==> config.mk <==
export PLATFORM = sky130hd
export DESIGN_NAME = bytemem_boot_dma
export DESIGN_NICKNAME = d
export VERILOG_FILES = /design/src/rtl/boot_dma_pkg.sv /design/src/rtl/boot_dma_regs.sv /design/src/rtl/boot_dma_fetch.sv /design/src/rtl/boot_dma_ctl.sv /design/src/rtl/bytemem_boot_dma.sv
export SDC_FILE = /design/constraint.sdc
export NUM_CORES = 1
export LEC_CHECK = 0
export ABC_AREA = 1
export BUFFER_PORTS_ARGS = -buffer_cell sky130_fd_sc_hd__buf_2
export CORE_MARGIN = 2
export CORE_UTILIZATION = 60
export CTS_CLUSTER_SIZE = 16
export DETAILED_ROUTE_END_ITERATION = 16
export PLACE_DENSITY = 0.95
export SKIP_CTS_REPAIR_TIMING = 1
export SYNTH_ARGS = -nofsm -noshare
export SYNTH_HDL_FRONTEND = slang
export SYNTH_SLANG_ARGS = --single-unit
==> constraint.sdc <==
create_clock -name clk -period 2.75 [get_ports clk]
set_input_delay 0.6875 -clock clk [delete_from_list [all_inputs] [get_ports clk]]
set_output_delay 0.6875 -clock clk [all_outputs]
set_load 0.02 [all_outputs]
==> src/rtl/boot_dma_pkg.sv <==
// Shared definitions for the byte-memory boot loader.
// Assumes a single clock domain; register addresses are fixed by the map in the brief.
package boot_dma_pkg;
    localparam logic [2:0] RA_INT   = 3'd0;
    localparam logic [2:0] RA_EXT   = 3'd1;
    localparam logic [2:0] RA_CTRL  = 3'd2;
    localparam logic [2:0] RA_WAIT  = 3'd3;
    localparam logic [2:0] RA_COUNT = 3'd4;
    localparam logic [2:0] RA_CTX   = 3'd5;

    typedef enum logic [1:0] {
        FS_IDLE,
        FS_READ,
        FS_WRITE
    } fetch_state_t;
endpackage

==> src/rtl/boot_dma_regs.sv <==
// Register file of the boot loader: addresses, count, wait, context bit and
// the inert type/direction/page fields. Software writes are accepted only
// while idle; the fetch engine steps the addresses and count while busy.
module boot_dma_regs
    import boot_dma_pkg::*;
#(
    parameter int DW         = 16,
    parameter int IAW        = 14,
    parameter int EAW        = 16,
    parameter int CW         = 14,
    parameter int WW         = 3,
    parameter int PGW        = 8,
    parameter int BOOT_WORDS = 32
) (
    input  logic           clk,
    input  logic           rst_n,
    input  logic [1:0]     boot_mode,
    input  logic           cfg_wr,
    input  logic [2:0]     cfg_addr,
    input  logic [DW-1:0]  cfg_wdata,
    output logic [DW-1:0]  cfg_rdata,
    input  logic           byte_done,
    input  logic           word_done,
    output logic [IAW-1:0] int_addr,
    output logic [EAW-1:0] ext_addr,
    output logic [WW-1:0]  wait_st,
    output logic           ctx_reset,
    output logic           busy,
    output logic           last_word,
    output logic           sw_start
);
    logic [CW-1:0]  wcount;
    logic           wtype;
    logic           wdir;
    logic [PGW-1:0] page;
    logic           wr_ok;

    assign busy      = (wcount != '0);
    assign last_word = (wcount == CW'(1));
    assign wr_ok     = cfg_wr && !busy;
    assign sw_start  = wr_ok && (cfg_addr == RA_COUNT) && (cfg_wdata[CW-1:0] != '0);

    // Register updates: reset boot values, idle software writes, engine steps.
    always_ff @(posedge clk) begin
        if (!rst_n) begin
            int_addr  <= '0;
            ext_addr  <= '0;
            wait_st   <= '1;
            ctx_reset <= 1'b1;
            wtype     <= 1'b0;
            wdir      <= 1'b0;
            page      <= '0;
            wcount    <= (boot_mode == 2'b00) ? CW'(BOOT_WORDS) : '0;
        end else begin
            if (wr_ok) begin
                case (cfg_addr)
                    RA_INT:   int_addr  <= cfg_wdata[IAW-1:0];
                    RA_EXT:   ext_addr  <= cfg_wdata[EAW-1:0];
                    RA_CTRL:  begin
                        wtype <= cfg_wdata[0];
                        wdir  <= cfg_wdata[1];
                        page  <= cfg_wdata[PGW+1:2];
                    end
                    RA_WAIT:  wait_st   <= cfg_wdata[WW-1:0];
                    RA_COUNT: wcount    <= cfg_wdata[CW-1:0];
                    RA_CTX:   ctx_reset <= cfg_wdata[0];
                    default:  ;
                endcase
            end
            if (byte_done) ext_addr <= ext_addr + EAW'(1);
            if (word_done) begin
                int_addr <= int_addr + IAW'(1);
                wcount   <= wcount - CW'(1);
            end
        end
    end

    // Read multiplexer, zero-extended.
    always_comb begin
        cfg_rdata = '0;
        case (cfg_addr)
            RA_INT:   cfg_rdata[IAW-1:0] = int_addr;
            RA_EXT:   cfg_rdata[EAW-1:0] = ext_addr;
            RA_CTRL:  cfg_rdata[PGW+1:0] = {page, wdir, wtype};
            RA_WAIT:  cfg_rdata[WW-1:0]  = wait_st;
            RA_COUNT: cfg_rdata[CW-1:0]  = wcount;
            RA_CTX:   cfg_rdata[0]       = ctx_reset;
            default:  cfg_rdata = '0;
        endcase
    end

    AST_COUNT_DOWN: assert property (@(posedge clk) disable iff (!rst_n)
        word_done |=> wcount == $past(wcount) - CW'(1));
    AST_EXT_STEP: assert property (@(posedge clk) disable iff (!rst_n)
        byte_done |=> ext_addr == $past(ext_addr) + EAW'(1));
    AST_BUSY_WRITE_IGNORED: assert property (@(posedge clk) disable iff (!rst_n)
        (cfg_wr && busy && !byte_done && !word_done) |=>
            ($stable(ext_addr) && $stable(int_addr) && $stable(wcount)));
endmodule

==> src/rtl/boot_dma_fetch.sv <==
// Fetch engine: reads bytes with wait-state stretching, packs three bytes
// first-most-significant and issues one program-memory write per word.
// Assumes wait_st is stable while busy (register writes are blocked then).
module boot_dma_fetch
    import boot_dma_pkg::*;
#(
    parameter int WW = 3,
    parameter int PW = 24
) (
    input  logic          clk,
    input  logic          rst_n,
    input  logic          busy,
    input  logic          last_word,
    input  logic [WW-1:0] wait_st,
    input  logic [7:0]    ext_data,
    output logic          ext_rd,
    output logic          pm_we,
    output logic [PW-1:0] pm_wdata,
    output logic          byte_done,
    output logic          word_done
);
    localparam int BYTES = PW / 8;
    localparam int BIW   = $clog2(BYTES);

    fetch_state_t   state;
    logic [WW-1:0]  cnt;
    logic [BIW-1:0] bidx;
    logic [PW-1:0]  pack;

    assign ext_rd    = (state == FS_READ);
    assign byte_done = ext_rd && (cnt == wait_st);
    assign pm_we     = (state == FS_WRITE);
    assign word_done = pm_we;
    assign pm_wdata  = pack;

    // Sequencer: idle, stretched byte reads, single-cycle word write.
    always_ff @(posedge clk) begin
        if (!rst_n) begin
            state <= FS_IDLE;
            cnt   <= '0;
            bidx  <= '0;
            pack  <= '0;
        end else begin
            case (state)
                FS_IDLE: if (busy) begin
                    state <= FS_READ;
                    cnt   <= '0;
                    bidx  <= '0;
                end
                FS_READ: if (byte_done) begin
                    cnt  <= '0;
                    pack <= {pack[PW-9:0], ext_data};
                    if (bidx == BIW'(BYTES - 1)) begin
                        bidx  <= '0;
                        state <= FS_WRITE;
                    end else begin
                        bidx <= bidx + BIW'(1);
                    end
                end else begin
                    cnt <= cnt + WW'(1);
                end
                FS_WRITE: state <= last_word ? FS_IDLE : FS_READ;
                default:  state <= FS_IDLE;
            endcase
        end
    end

    AST_RD_WE_EXCL: assert property (@(posedge clk) disable iff (!rst_n)
        !(ext_rd && pm_we));
    AST_WRITE_AFTER_READ: assert property (@(posedge clk) disable iff (!rst_n)
        pm_we |-> $past(ext_rd));
endmodule

==> src/rtl/boot_dma_ctl.sv <==
// Core gating and completion: holds the core during gated transfers, pulses
// a restart at completion and keeps the done interrupt pending until acked.
module boot_dma_ctl (
    input  logic       clk,
    input  logic       rst_n,
    input  logic [1:0] boot_mode,
    input  logic       sw_start,
    input  logic       ctx_reset,
    input  logic       finish,
    input  logic       busy,
    input  logic       irq_ack,
    output logic       core_hold,
    output logic       core_restart,
    output logic       irq_pend
);
    // Hold, restart pulse and interrupt state; completion beats acknowledge.
    always_ff @(posedge clk) begin
        if (!rst_n) begin
            core_hold    <= (boot_mode == 2'b00);
            core_restart <= 1'b0;
            irq_pend     <= 1'b0;
        end else begin
            core_restart <= 1'b0;
            if (sw_start && ctx_reset) core_hold <= 1'b1;
            if (finish) begin
                irq_pend <= 1'b1;
                if (core_hold) begin
                    core_hold    <= 1'b0;
                    core_restart <= 1'b1;
                end
            end else if (irq_ack) begin
                irq_pend <= 1'b0;
            end
        end
    end

    AST_HOLD_NEEDS_BUSY: assert property (@(posedge clk) disable iff (!rst_n)
        core_hold |-> busy);
    AST_RESTART_AFTER_HOLD: assert property (@(posedge clk) disable iff (!rst_n)
        core_restart |-> $past(core_hold));
    AST_IRQ_ON_FINISH: assert property (@(posedge clk) disable iff (!rst_n)
        finish |=> irq_pend);
    AST_NO_HOLD_WITHOUT_CTX: assert property (@(posedge clk) disable iff (!rst_n)
        (sw_start && !ctx_reset && !core_hold) |=> !core_hold);
endmodule

==> src/rtl/bytemem_boot_dma.sv <==
// Top of the byte-memory boot loader: register file, fetch engine and core
// gating control. Assumes the byte memory answers combinationally to ext_addr.
module bytemem_boot_dma #(
    parameter int DW         = 16,
    parameter int IAW        = 14,
    parameter int EAW        = 16,
    parameter int CW         = 14,
    parameter int WW         = 3,
    parameter int PW         = 24,
    parameter int BOOT_WORDS = 32
) (
    input  logic           clk,
    input  logic           rst_n,
    input  logic [1:0]     boot_mode,
    input  logic           cfg_wr,
    input  logic [2:0]     cfg_addr,
    input  logic [DW-1:0]  cfg_wdata,
    output logic [DW-1:0]  cfg_rdata,
    output logic [EAW-1:0] ext_addr,
    input  logic [7:0]     ext_data,
    output logic           ext_rd,
    output logic [IAW-1:0] pm_addr,
    output logic [PW-1:0]  pm_wdata,
    output logic           pm_we,
    output logic           core_hold,
    output logic           core_restart,
    output logic           irq_pend,
    input  logic           irq_ack
);
    logic          byte_done;
    logic          word_done;
    logic [WW-1:0] wait_st;
    logic          ctx_reset;
    logic          busy;
    logic          last_word;
    logic          sw_start;
    logic          finish;

    assign finish = word_done && last_word;

    boot_dma_regs #(
        .DW(DW), .IAW(IAW), .EAW(EAW), .CW(CW), .WW(WW), .PGW(8),
        .BOOT_WORDS(BOOT_WORDS)
    ) u_regs (
        .clk(clk), .rst_n(rst_n), .boot_mode(boot_mode),
        .cfg_wr(cfg_wr), .cfg_addr(cfg_addr), .cfg_wdata(cfg_wdata),
        .cfg_rdata(cfg_rdata), .byte_done(byte_done), .word_done(word_done),
        .int_addr(pm_addr), .ext_addr(ext_addr), .wait_st(wait_st),
        .ctx_reset(ctx_reset), .busy(busy), .last_word(last_word),
        .sw_start(sw_start)
    );

    boot_dma_fetch #(.WW(WW), .PW(PW)) u_fetch (
        .clk(clk), .rst_n(rst_n), .busy(busy), .last_word(last_word),
        .wait_st(wait_st), .ext_data(ext_data), .ext_rd(ext_rd),
        .pm_we(pm_we), .pm_wdata(pm_wdata), .byte_done(byte_done),
        .word_done(word_done)
    );

    boot_dma_ctl u_ctl (
        .clk(clk), .rst_n(rst_n), .boot_mode(boot_mode), .sw_start(sw_start),
        .ctx_reset(ctx_reset), .finish(finish), .busy(busy),
        .irq_ack(irq_ack), .core_hold(core_hold),
        .core_restart(core_restart), .irq_pend(irq_pend)
    );
endmodule

==> results of run 1 <==
[final cells by class]
type	count	area share (%)
repair buffers	120	10.2
well taps	108	2.17
flip-flops and latches	92	31.8
clock buffers	9	1.99
clock inverters	7	1.05
multi-input cells	629	47.9
inverters	80	4.83
[per-layer routing]
metal / global-route usage (%) / vias up / wire, um
li1: - / 2894 / -
met1: 41.7 / 2635 / 6110
met2: 49.4 / 320 / 6960
met3: 5.97 / 53 / 1670
met4: 12.4 / 0 / 585
met5: 0 / - / 0
[per-stage QoR]
stage,utilization (%),instances,power [mW],instance area [um2],hold WS (ns)
2_1_floorplan,-,834,1.58,5450,0.462
3_3_place_gp,68.9,1029,1.66,6030,0.451
3_5_place_dp,68.9,1029,1.66,6030,0.456
4_1_cts,71.0,1045,2.54,6220,0.471
5_1_grt,71.0,1045,2.62,6220,0.498
6_report,71.0,1045,2.54,6220,0.469
[cells in the final DEF (no fill, tap or decap), types with 6 or more instances in the layout]
master	netlist	layout
buf_2	10	107
a21oi_1	71	71
nand2_1	281	281
clkbuf_8	0	9
nand3_1	60	60
nand3b_1	6	6
o21ai_0	21	21
edfxtp_1	14	14
o21ai_1	19	19
nand4_1	9	9
nor3_1	9	9
inv_1	74	73
inv_2	5	6
nor2_1	94	94
o2111ai_1	6	6
xor2_1	10	10
ha_1	6	6
dfxtp_1	78	78
buf_4	3	13
[registers in the layout, summed over array words and instances (netlist names), 2 cells and up]
register and cells:
u_regs.page 8, u_fetch.cnt 3, u_fetch.state 2, u_regs.wait_st 3
u_regs.wcount 14, u_regs.ext_addr 16, u_fetch.pm_wdata 24, u_regs.int_addr 14
u_fetch.bidx 2
[worst max-delay path, delay by kind of cell]
family	cells	cell delay, ns
buffers and inverters	3	0.57
AOI/OAI and AO/OA	1	0.16
and+or+nand+nor	3	0.45
[power breakdown]
group	switching (mW)	internal, mW
logic	0.158	0.0768
registers	0.0207	1.39
clock network	0.548	0.353
[worst min path at each step]
stage	startpoint	endpoint	slack, ns
floorplan	u_regs.page[0]$_SDFFE_PN0P_	u_regs.page[0]$_SDFFE_PN0P_	0.46
global placement	u_fetch.pm_wdata[16]$_SDFFE_PN0P_	u_fetch.pm_wdata[16]$_SDFFE_PN0P_	0.45
detailed placement	u_fetch.pm_wdata[22]$_SDFFE_PN0P_	u_fetch.pm_wdata[22]$_SDFFE_PN0P_	0.46
CTS	u_fetch.pm_wdata[22]$_SDFFE_PN0P_	u_fetch.pm_wdata[22]$_SDFFE_PN0P_	0.47
global route	u_fetch.pm_wdata[18]$_SDFFE_PN0P_	u_fetch.pm_wdata[18]$_SDFFE_PN0P_	0.50
finish	u_fetch.pm_wdata[22]$_SDFFE_PN0P_	u_fetch.pm_wdata[22]$_SDFFE_PN0P_	0.47
[cells by family (layout without fill, tap and decap cells)]
logic type | Yosys count | after routing
flip-flops | 92 | 92
AND/OR/NAND/NOR | 482 | 482
AO/OA/AOI/OAI | 127 | 127
XOR/XNOR | 14 | 14
adder cells (fa/ha/maj) | 6 | 6
buffers and inverters | 113 | 216
==> impl_metrics.env, run 1 <==
export IMPL_status="completed"
export IMPL_ys_ff_latch=92
export IMPL_yosysTopAreaCell="dfxtp_1"
export IMPL_synthAdderAreaFrac_pct=1.38
export IMPL_grt_usage_pct=31.0
export IMPL_initial_core_util_pct=62.1
export IMPL_hold_depth=2
export IMPL_worstPathArrival_ns=1.87
export IMPL_yosys_cell_types_count=41
export IMPL_clock_root_buffer="clkbuf_8"
export IMPL_skew_ns=0.0130
export IMPL_grt_pass1_vias=5231
export IMPL_antenna_found_initial=0
export IMPL_period_needed_ns=2.55
export IMPL_overflow=0
export IMPL_synthXorXnorAreaFrac_pct=2.39
export IMPL_clock_tree_buffer_depth=2
export IMPL_clk_latency_ns=0.37
export IMPL_power_density_nw_per_um2=409
export IMPL_slew_headroom_pct=60.9
export IMPL_cp_max_fo=8
export IMPL_rsz0062_at_grt="false"
export IMPL_syn_inst=834
export IMPL_dp_slack_ns=0.256
export IMPL_dieArea_um2=9850
export IMPL_synthMuxAreaShare_pct=0
export IMPL_slew_violations=0
export IMPL_crit_chain="buf_2 -> nor2_1 -> nand2_1 -> inv_1 -> nand2_1 -> o2111ai_1 -> buf_2"
export IMPL_fp_coreArea_um2=8760
export IMPL_crit_end="cfg_rdata[7]"
export IMPL_r2r_cells=9
export IMPL_detail_route_antenna_nets=0
export IMPL_reg2reg_from="u_regs.wcount[0]$_SDFFCE_PN0P_"
export IMPL_seq_area_um2=1980
export IMPL_worst_r2r_setup_slack_ns=0.67
export IMPL_r2r_end="u_regs.wcount[10]$_SDFFCE_PN0P_"
export IMPL_vias=5902
export IMPL_required_ns=2.06
export IMPL_synth_area_leaders="dfxtp_1, nand2_1, edfxtp_1"
export IMPL_avgRoutedWirePerCell_um=14.7
export IMPL_syn_to_final_growth_pct=14.3
export IMPL_dp_hpwl_mm=11.3
export IMPL_drc=0
export IMPL_layout_drive_gt1_share_pct=17.5
export IMPL_via_per_inst=5.65
export IMPL_tns_ns=0
export IMPL_synth_most_common_cell="nand2_1"
export IMPL_leakagePower_nw=2.86
export IMPL_fin_nets=971
export IMPL_critPathSlowestCell="nand2_1"
export IMPL_wl_mm=15.3
export IMPL_synth_area_um2=5450
export IMPL_setup_ws_ns=0.195
export IMPL_portBuffers=107
export IMPL_numCtsBuffers=9
export IMPL_die_w_um=99.3
export IMPL_critical_path_class="in2out"
export IMPL_cts_tree="built"
export IMPL_synth_compound_area_share_pct=12.6
export IMPL_diodes=0
export IMPL_cp_end_kind="output port"
export IMPL_clk_pin_slew_ns=0.10
export IMPL_first_pass_iters=6
export IMPL_synth_seq_area_share_pct=36.4
export IMPL_max_freq_ghz=0.391
export IMPL_grt_pass1_wl_mm=24.8
export IMPL_synth_top_family_by_area="simple AND/OR/NAND/NOR gates"
export IMPL_pin_count=108
export IMPL_fp_dieH_um=99.3
export IMPL_syn_avg_cell_area_um2=6.53
export IMPL_hold_viol=0
export IMPL_yosys_area_share_simple_pct=38.4
export IMPL_multi_input_area_um2=2980
export IMPL_hold_class="reg2reg"
export IMPL_cp_startpoint="cfg_addr[1]"
export IMPL_worstMarginPinSlew_ns=0.585
export IMPL_dominantRegCellSynth="dfxtp_1"
export IMPL_postSynth_asyncResetShare_pct=0
export IMPL_irDropWorstVdd_uv=321
export IMPL_yosysWarningCount=0
export IMPL_fillCellCount=730
export IMPL_max_cap_violations=0
export IMPL_finalCritPeriodShare_pct=92.9
export IMPL_htree_num_levels=3
export IMPL_critPathMaxStageDelay_ns=0.23
export IMPL_cts_sinks=92
export IMPL_setup_viol=0
export IMPL_ys_top_cells_by_count="nand2_1, nor2_1, dfxtp_1"
export IMPL_grt_max_degree=43
export IMPL_dr_first_iter_drc_count=509
export IMPL_place_gp_congestion=0.949
export IMPL_placementRows=34
export IMPL_synth_top_area_share_pct=28.7
export IMPL_synth_net_count=873
export IMPL_synth_edff_count=14
export IMPL_startpoint_type="primary input"
No activity file was read; power rests on OpenSTA's default activity.
==> inputs of run 2 (changes only) <==
--- a/config.mk
+++ b/config.mk
@@ -5,13 +5,12 @@
 export SDC_FILE = /design/constraint.sdc
 export NUM_CORES = 1
 export LEC_CHECK = 0
-export ABC_AREA = 1
+export ABC_AREA = 0
 export BUFFER_PORTS_ARGS = -buffer_cell sky130_fd_sc_hd__buf_2
 export CORE_MARGIN = 2
-export CORE_UTILIZATION = 60
-export CTS_CLUSTER_SIZE = 16
+export CORE_UTILIZATION = 35
 export DETAILED_ROUTE_END_ITERATION = 16
-export PLACE_DENSITY = 0.95
+export PLACE_DENSITY = 0.65
 export SKIP_CTS_REPAIR_TIMING = 1
 export SYNTH_ARGS = -nofsm -noshare
 export SYNTH_HDL_FRONTEND = slang
==> impl_metrics.env, run 2 <==
export IMPL_status="completed"
export IMPL_wl_met1_mm=7.45
export IMPL_placementRows=43
export IMPL_rsz0062_at_grt="false"
export IMPL_via_per_inst=5.63
export IMPL_die_w_um=123
export IMPL_required_ns=2.06
export IMPL_cts_tree="built"
export IMPL_fin_nets=768
export IMPL_yosys_cell_types_count=62
export IMPL_hold_viol=0
export IMPL_worstMarginPinSlew_ns=0.835
export IMPL_wl_met3_mm=1.32
export IMPL_synth_area_um2=4950
export IMPL_synth_top_area_share_pct=31.5
export IMPL_synth_net_count=654
export IMPL_portBuffers=107
export IMPL_finalPower_mw=3.00
export IMPL_slew_violations=0
export IMPL_max_freq_ghz=0.374
export IMPL_crit_family="buffers and inverters"
export IMPL_clk_latency_ns=0.35
export IMPL_critical_path_class="in2out"
export IMPL_syn_to_final_growth_pct=24.4
export IMPL_crit_path_frequent_cell="buf_2"
export IMPL_syn_avg_cell_area_um2=8.05
export IMPL_dr_wl_met2_mm=7.85
export IMPL_largest_reg_flops=24
export IMPL_grt_pass1_wl_mm=26.1
export IMPL_numCtsBuffers=9
export IMPL_dp_hpwl_mm=12.2
export IMPL_avgRoutedWirePerCell_um=18.6
export IMPL_path_buf_inv=2
export IMPL_p_int_mw=2.27
export IMPL_syn_inst=615
export IMPL_period_needed_ns=2.67
export IMPL_combPwrFrac_pct=8.4
export IMPL_fillCellCount=1415
export IMPL_cp_end_kind="output port"
export IMPL_leakagePower_nw=2.41
export IMPL_htree_num_levels=3
export IMPL_clock_tree_buffer_depth=2
export IMPL_grt_max_degree=41
export IMPL_tns_ns=0
export IMPL_synth_area_leaders="dfxtp_1, a21oi_1, edfxtp_1"
export IMPL_detail_route_antenna_nets=0
export IMPL_drc=0
export IMPL_dominantRegCellSynth="dfxtp_1"
export IMPL_startpoint_type="primary input"
export IMPL_vias=5151
export IMPL_initial_core_util_pct=35.8
export IMPL_grt_usage_pct=22.7
export IMPL_hold_class="reg2reg"
export IMPL_dr_first_iter_drc_count=472
export IMPL_layout_drive_gt1_share_pct=23.3
export IMPL_antenna_found_initial=1
export IMPL_fin_util_pct=44.6
export IMPL_postSynth_asyncResetShare_pct=0
export IMPL_power_frac_clock_pct=44.8
export IMPL_fp_coreArea_um2=13800
export IMPL_p_sw_mw=0.732
export IMPL_multi_input_area_um2=2800
export IMPL_dp_slack_ns=0.103
export IMPL_highest_layer="met4"
export IMPL_power_density_nw_per_um2=487
export IMPL_cp_max_fo=27
export IMPL_place_gp_congestion=0.962
export IMPL_fp_dieH_um=123
export IMPL_skew_ns=0.0152
export IMPL_switching_share_pct=24.4
export IMPL_max_cap_violations=0
export IMPL_clk_pin_slew_ns=0.06
export IMPL_ys_top_cells_by_count="nand2_1, a21oi_1, dfxtp_1"
export IMPL_pin_count=108
export IMPL_layout_commonest_cell="buf_2"
export IMPL_worstPathArrival_ns=1.98
export IMPL_synth_seq_area_share_pct=40.0
export IMPL_ys_ff_latch=92
export IMPL_dp_cells=898
export IMPL_irDropWorstVdd_uv=268
export IMPL_seq_area_um2=1980
export IMPL_final_cell_mix="buf_2, nand2_1, a21oi_1, dfxtp_1, nor2_1"
export IMPL_setup_viol=0
export IMPL_finalCritPeriodShare_pct=97.1
export IMPL_yosysWarningCount=0
export IMPL_clock_root_buffer="clkbuf_16"
export IMPL_critPathMaxStageDelay_ns=0.46
export IMPL_overflow=0
export IMPL_wl_mm=17.0
export IMPL_dieArea_um2=15100
export IMPL_critPathSlowestCell="buf_2"
export IMPL_stdcell_count=915
export IMPL_synth_edff_count=14
export IMPL_p_seq_share_pct=46.8
export IMPL_first_pass_iters=5
export IMPL_grt_pass1_vias=4574
export IMPL_slew_headroom_pct=44.3
export IMPL_synth_most_common_cell="nand2_1"
export IMPL_yosysTopAreaCell="dfxtp_1"
export IMPL_setup_ws_ns=0.0794
export IMPL_crit_chain="buf_2 -> nor2b_1 -> a211o_1 -> a32o_1 -> buf_2"
export IMPL_cts_sinks=92
## run 2: cell type report
cell class | instances | share of cell area [%]
multi-input combinational | 479 | 45.4
sequential | 92 | 32.2
timing repair buffer | 139 | 13.0
clock buffer | 12 | 4.35
tap | 180 | 3.66
clock inverter | 4 | 0.873
inverter | 8 | 0.487
antenna | 1 | 0.0406
## run 2: power groups by stage
stage | Clock (mW) | Sequential (mW) | Combinational [mW]
detailed placement | 0 | 1.43 | 0.246
global placement | 0 | 1.43 | 0.245
finish | 1.34 | 1.40 | 0.251
CTS | 1.35 | 1.40 | 0.247
floorplan | 0 | 1.43 | 0.131
global route | 1.41 | 1.41 | 0.270
## run 2: metrics by stage
step                hold slack (ns)  area, um2
floorplan                     0.429       4950
global placement              0.439       5830
detailed placement            0.443       5830
CTS                           0.450       6150
global route                  0.469       6160
finish                        0.453       6160
## run 2: cells by family (layout without fill, tap and decap cells)
| family | Yosys count | in the layout | synth area share [%] |
|---|---|---|---|
| xor+xnor | 16 | 16 | 2.83 |
| mux | 22 | 22 | 4.75 |
| simple gates | 274 | 274 | 28.6 |
| compound gates | 161 | 161 | 18.7 |
| buf+inv | 44 | 163 | 3.59 |
| fa+ha+maj | 6 | 6 | 1.52 |
| flops | 92 | 92 | 40.0 |
| other cells | 0 | 1 | 0 |
## run 2: layer usage
| layer | GRT usage, % | up-vias |
|---|---|---|
| met5 | 0 | - |
| met4 | 8.55 | 0 |
| met3 | 5.17 | 31 |
| met2 | 34.8 | 218 |
| met1 | 31.1 | 2438 |
| li1 | - | 2464 |
## run 2: worst paths after layout
| check | from | endpoint | cells past startpoint | slack [ns] |
|---|---|---|---|---|
| setup / recovery | cfg_addr[1] | cfg_rdata[1] | 5 | 0.08 |
| hold / removal | u_fetch.pm_wdata[22]$_SDFFE_PN0P_ | u_fetch.pm_wdata[22]$_SDFFE_PN0P_ | 2 | 0.45 |
| setup reg to reg | u_regs.wcount[10]$_SDFFCE_PN0P_ | u_regs.page[6]$_SDFFE_PN0P_ | 5 | 0.15 |
| hold reg to reg | u_fetch.pm_wdata[22]$_SDFFE_PN0P_ | u_fetch.pm_wdata[22]$_SDFFE_PN0P_ | 2 | 0.45 |
## run 2: worst reg2reg max path: cells and delay by family, from the launching register on
kind | cells | cell delay [ns]
AO/OA/AOI/OAI | 1 | 0.07
flip-flops | 1 | 0.42
AND/OR/NAND/NOR | 4 | 1.96
==> inputs of run 3 (changes only) <==
--- a/config.mk
+++ b/config.mk
@@ -10,7 +10,7 @@
 export CORE_MARGIN = 2
 export CORE_UTILIZATION = 35
 export DETAILED_ROUTE_END_ITERATION = 16
-export PLACE_DENSITY = 0.65
+export PLACE_DENSITY = 0.53
 export SKIP_CTS_REPAIR_TIMING = 1
 export SYNTH_ARGS = -nofsm -noshare
 export SYNTH_HDL_FRONTEND = slang
==> impl_metrics.env, run 3 (synthesis results as in run 2) <==
export IMPL_numCtsBuffers=9
export IMPL_via_per_inst=5.65
export IMPL_initial_core_util_pct=35.8
export IMPL_p_sw_mw=0.758
export IMPL_layout_drive_gt1_share_pct=23.4
export IMPL_clock_root_buffer="clkbuf_16"
export IMPL_status="completed"
export IMPL_irDropWorstVdd_uv=290
export IMPL_worst_r2r_setup_slack_ns=0.21
export IMPL_slew_violations=0
export IMPL_fin_util_pct=44.5
export IMPL_switching_share_pct=25.6
export IMPL_grt_pass1_wl_mm=26.8
export IMPL_dr_wl_met2_mm=7.94
export IMPL_dp_slack_ns=0.107
export IMPL_highest_layer="met4"
export IMPL_dp_hpwl_mm=12.8
export IMPL_finalPower_mw=2.96
export IMPL_diodes=0
export IMPL_rsz0062_at_grt="false"
export IMPL_avgRoutedWirePerCell_um=19.2
export IMPL_final_cell_mix="buf_2, nand2_1, a21oi_1, dfxtp_1, nor2_1"
export IMPL_largest_reg_flops=24
export IMPL_leakagePower_nw=2.41
export IMPL_hold_viol=0
export IMPL_worstPathArrival_ns=1.95
export IMPL_finalCritPeriodShare_pct=96.0
export IMPL_combPwrFrac_pct=8.4
export IMPL_drc=0
export IMPL_worstMarginPinSlew_ns=0.596
export IMPL_antenna_found_initial=0
export IMPL_portBuffers=107
export IMPL_skew_ns=0.00844
export IMPL_stdcell_count=914
export IMPL_layout_commonest_cell="buf_2"
export IMPL_period_needed_ns=2.64
export IMPL_critical_path_class="in2out"
export IMPL_detail_route_antenna_nets=0
export IMPL_power_frac_clock_pct=44.2
export IMPL_clock_tree_buffer_depth=2
export IMPL_first_pass_iters=5
export IMPL_tns_ns=0
export IMPL_placementRows=43
export IMPL_grt_pass1_vias=4693
export IMPL_clk_pin_slew_ns=0.07
export IMPL_hold_class="reg2reg"
export IMPL_dr_first_iter_drc_count=494
export IMPL_wl_met1_mm=8.18
export IMPL_htree_num_levels=3
export IMPL_grt_max_degree=59
export IMPL_clk_latency_ns=0.36
export IMPL_dp_cells=898
export IMPL_postPlaceCellArea_um2=5840
export IMPL_cp_max_fo=27
export IMPL_place_gp_congestion=0.922
export IMPL_p_int_mw=2.20
export IMPL_max_cap_violations=0
export IMPL_cts_tree="built"
export IMPL_syn_to_final_growth_pct=24.4
export IMPL_power_density_nw_per_um2=481
export IMPL_max_freq_ghz=0.379
export IMPL_grt_usage_pct=23.5
export IMPL_startpoint_type="primary input"
export IMPL_cts_sinks=92
export IMPL_fin_nets=768
export IMPL_cp_end_kind="output port"
export IMPL_slew_headroom_pct=60.2
export IMPL_pin_count=108
export IMPL_die_w_um=123
export IMPL_fin_area_um2=6160
export IMPL_overflow=0
export IMPL_dieArea_um2=15100
export IMPL_p_seq_share_pct=47.5
export IMPL_wl_met3_mm=1.10
export IMPL_required_ns=2.06
export IMPL_vias=5167
export IMPL_worst_hold_slack_ns=0.454
export IMPL_wl_mm=17.6
export IMPL_fp_dieH_um=123
export IMPL_setup_viol=0
export IMPL_setup_ws_ns=0.109
export IMPL_fp_coreArea_um2=13800
-- run 3: power groups by stage --
stage               logic, mW  clock network [mW]  registers [mW]
floorplan               0.131                   0            1.43
global placement        0.241                   0            1.43
detailed placement      0.244                   0            1.44
CTS                     0.245                1.33            1.40
global route            0.265                1.40            1.41
finish                  0.247                1.31            1.41
-- run 3: worst paths after layout --
path / startpoint / cells after the start / endpoint
worst max-delay path: cfg_addr[1] / 5 / cfg_rdata[1]
worst min-delay path: u_fetch.pm_wdata[18]$_SDFFE_PN0P_ / 2 / u_fetch.pm_wdata[18]$_SDFFE_PN0P_
worst max register to register: u_regs.wcount[8]$_SDFFCE_PN0P_ / 5 / u_regs.page[6]$_SDFFE_PN0P_
worst min register to register: u_fetch.pm_wdata[18]$_SDFFE_PN0P_ / 2 / u_fetch.pm_wdata[18]$_SDFFE_PN0P_
-- run 3: final cells by class --
class                   count  area, um2
fillers                  1426       7670
multi-input cells         479       2800
flip-flops and latches     92       1980
repair buffers            139        813
clock buffers              12        278
well taps                 180        225
clock inverters             4       35.0
inverters                   8       30.0
-- run 3: metal layers --
metal | track usage, % | vias to the layer above
met5 | 0 | -
met4 | 8.12 | 0
met3 | 4.52 | 25
met2 | 35.4 | 170
met1 | 33.7 | 2509
li1 | - | 2463
-- run 3: worst max-delay path: stages --
cell and delay (ns):
buf_2 0.47, nor2b_1 0.10, a211o_1 0.29, a32o_1 0.24, buf_2 0.16
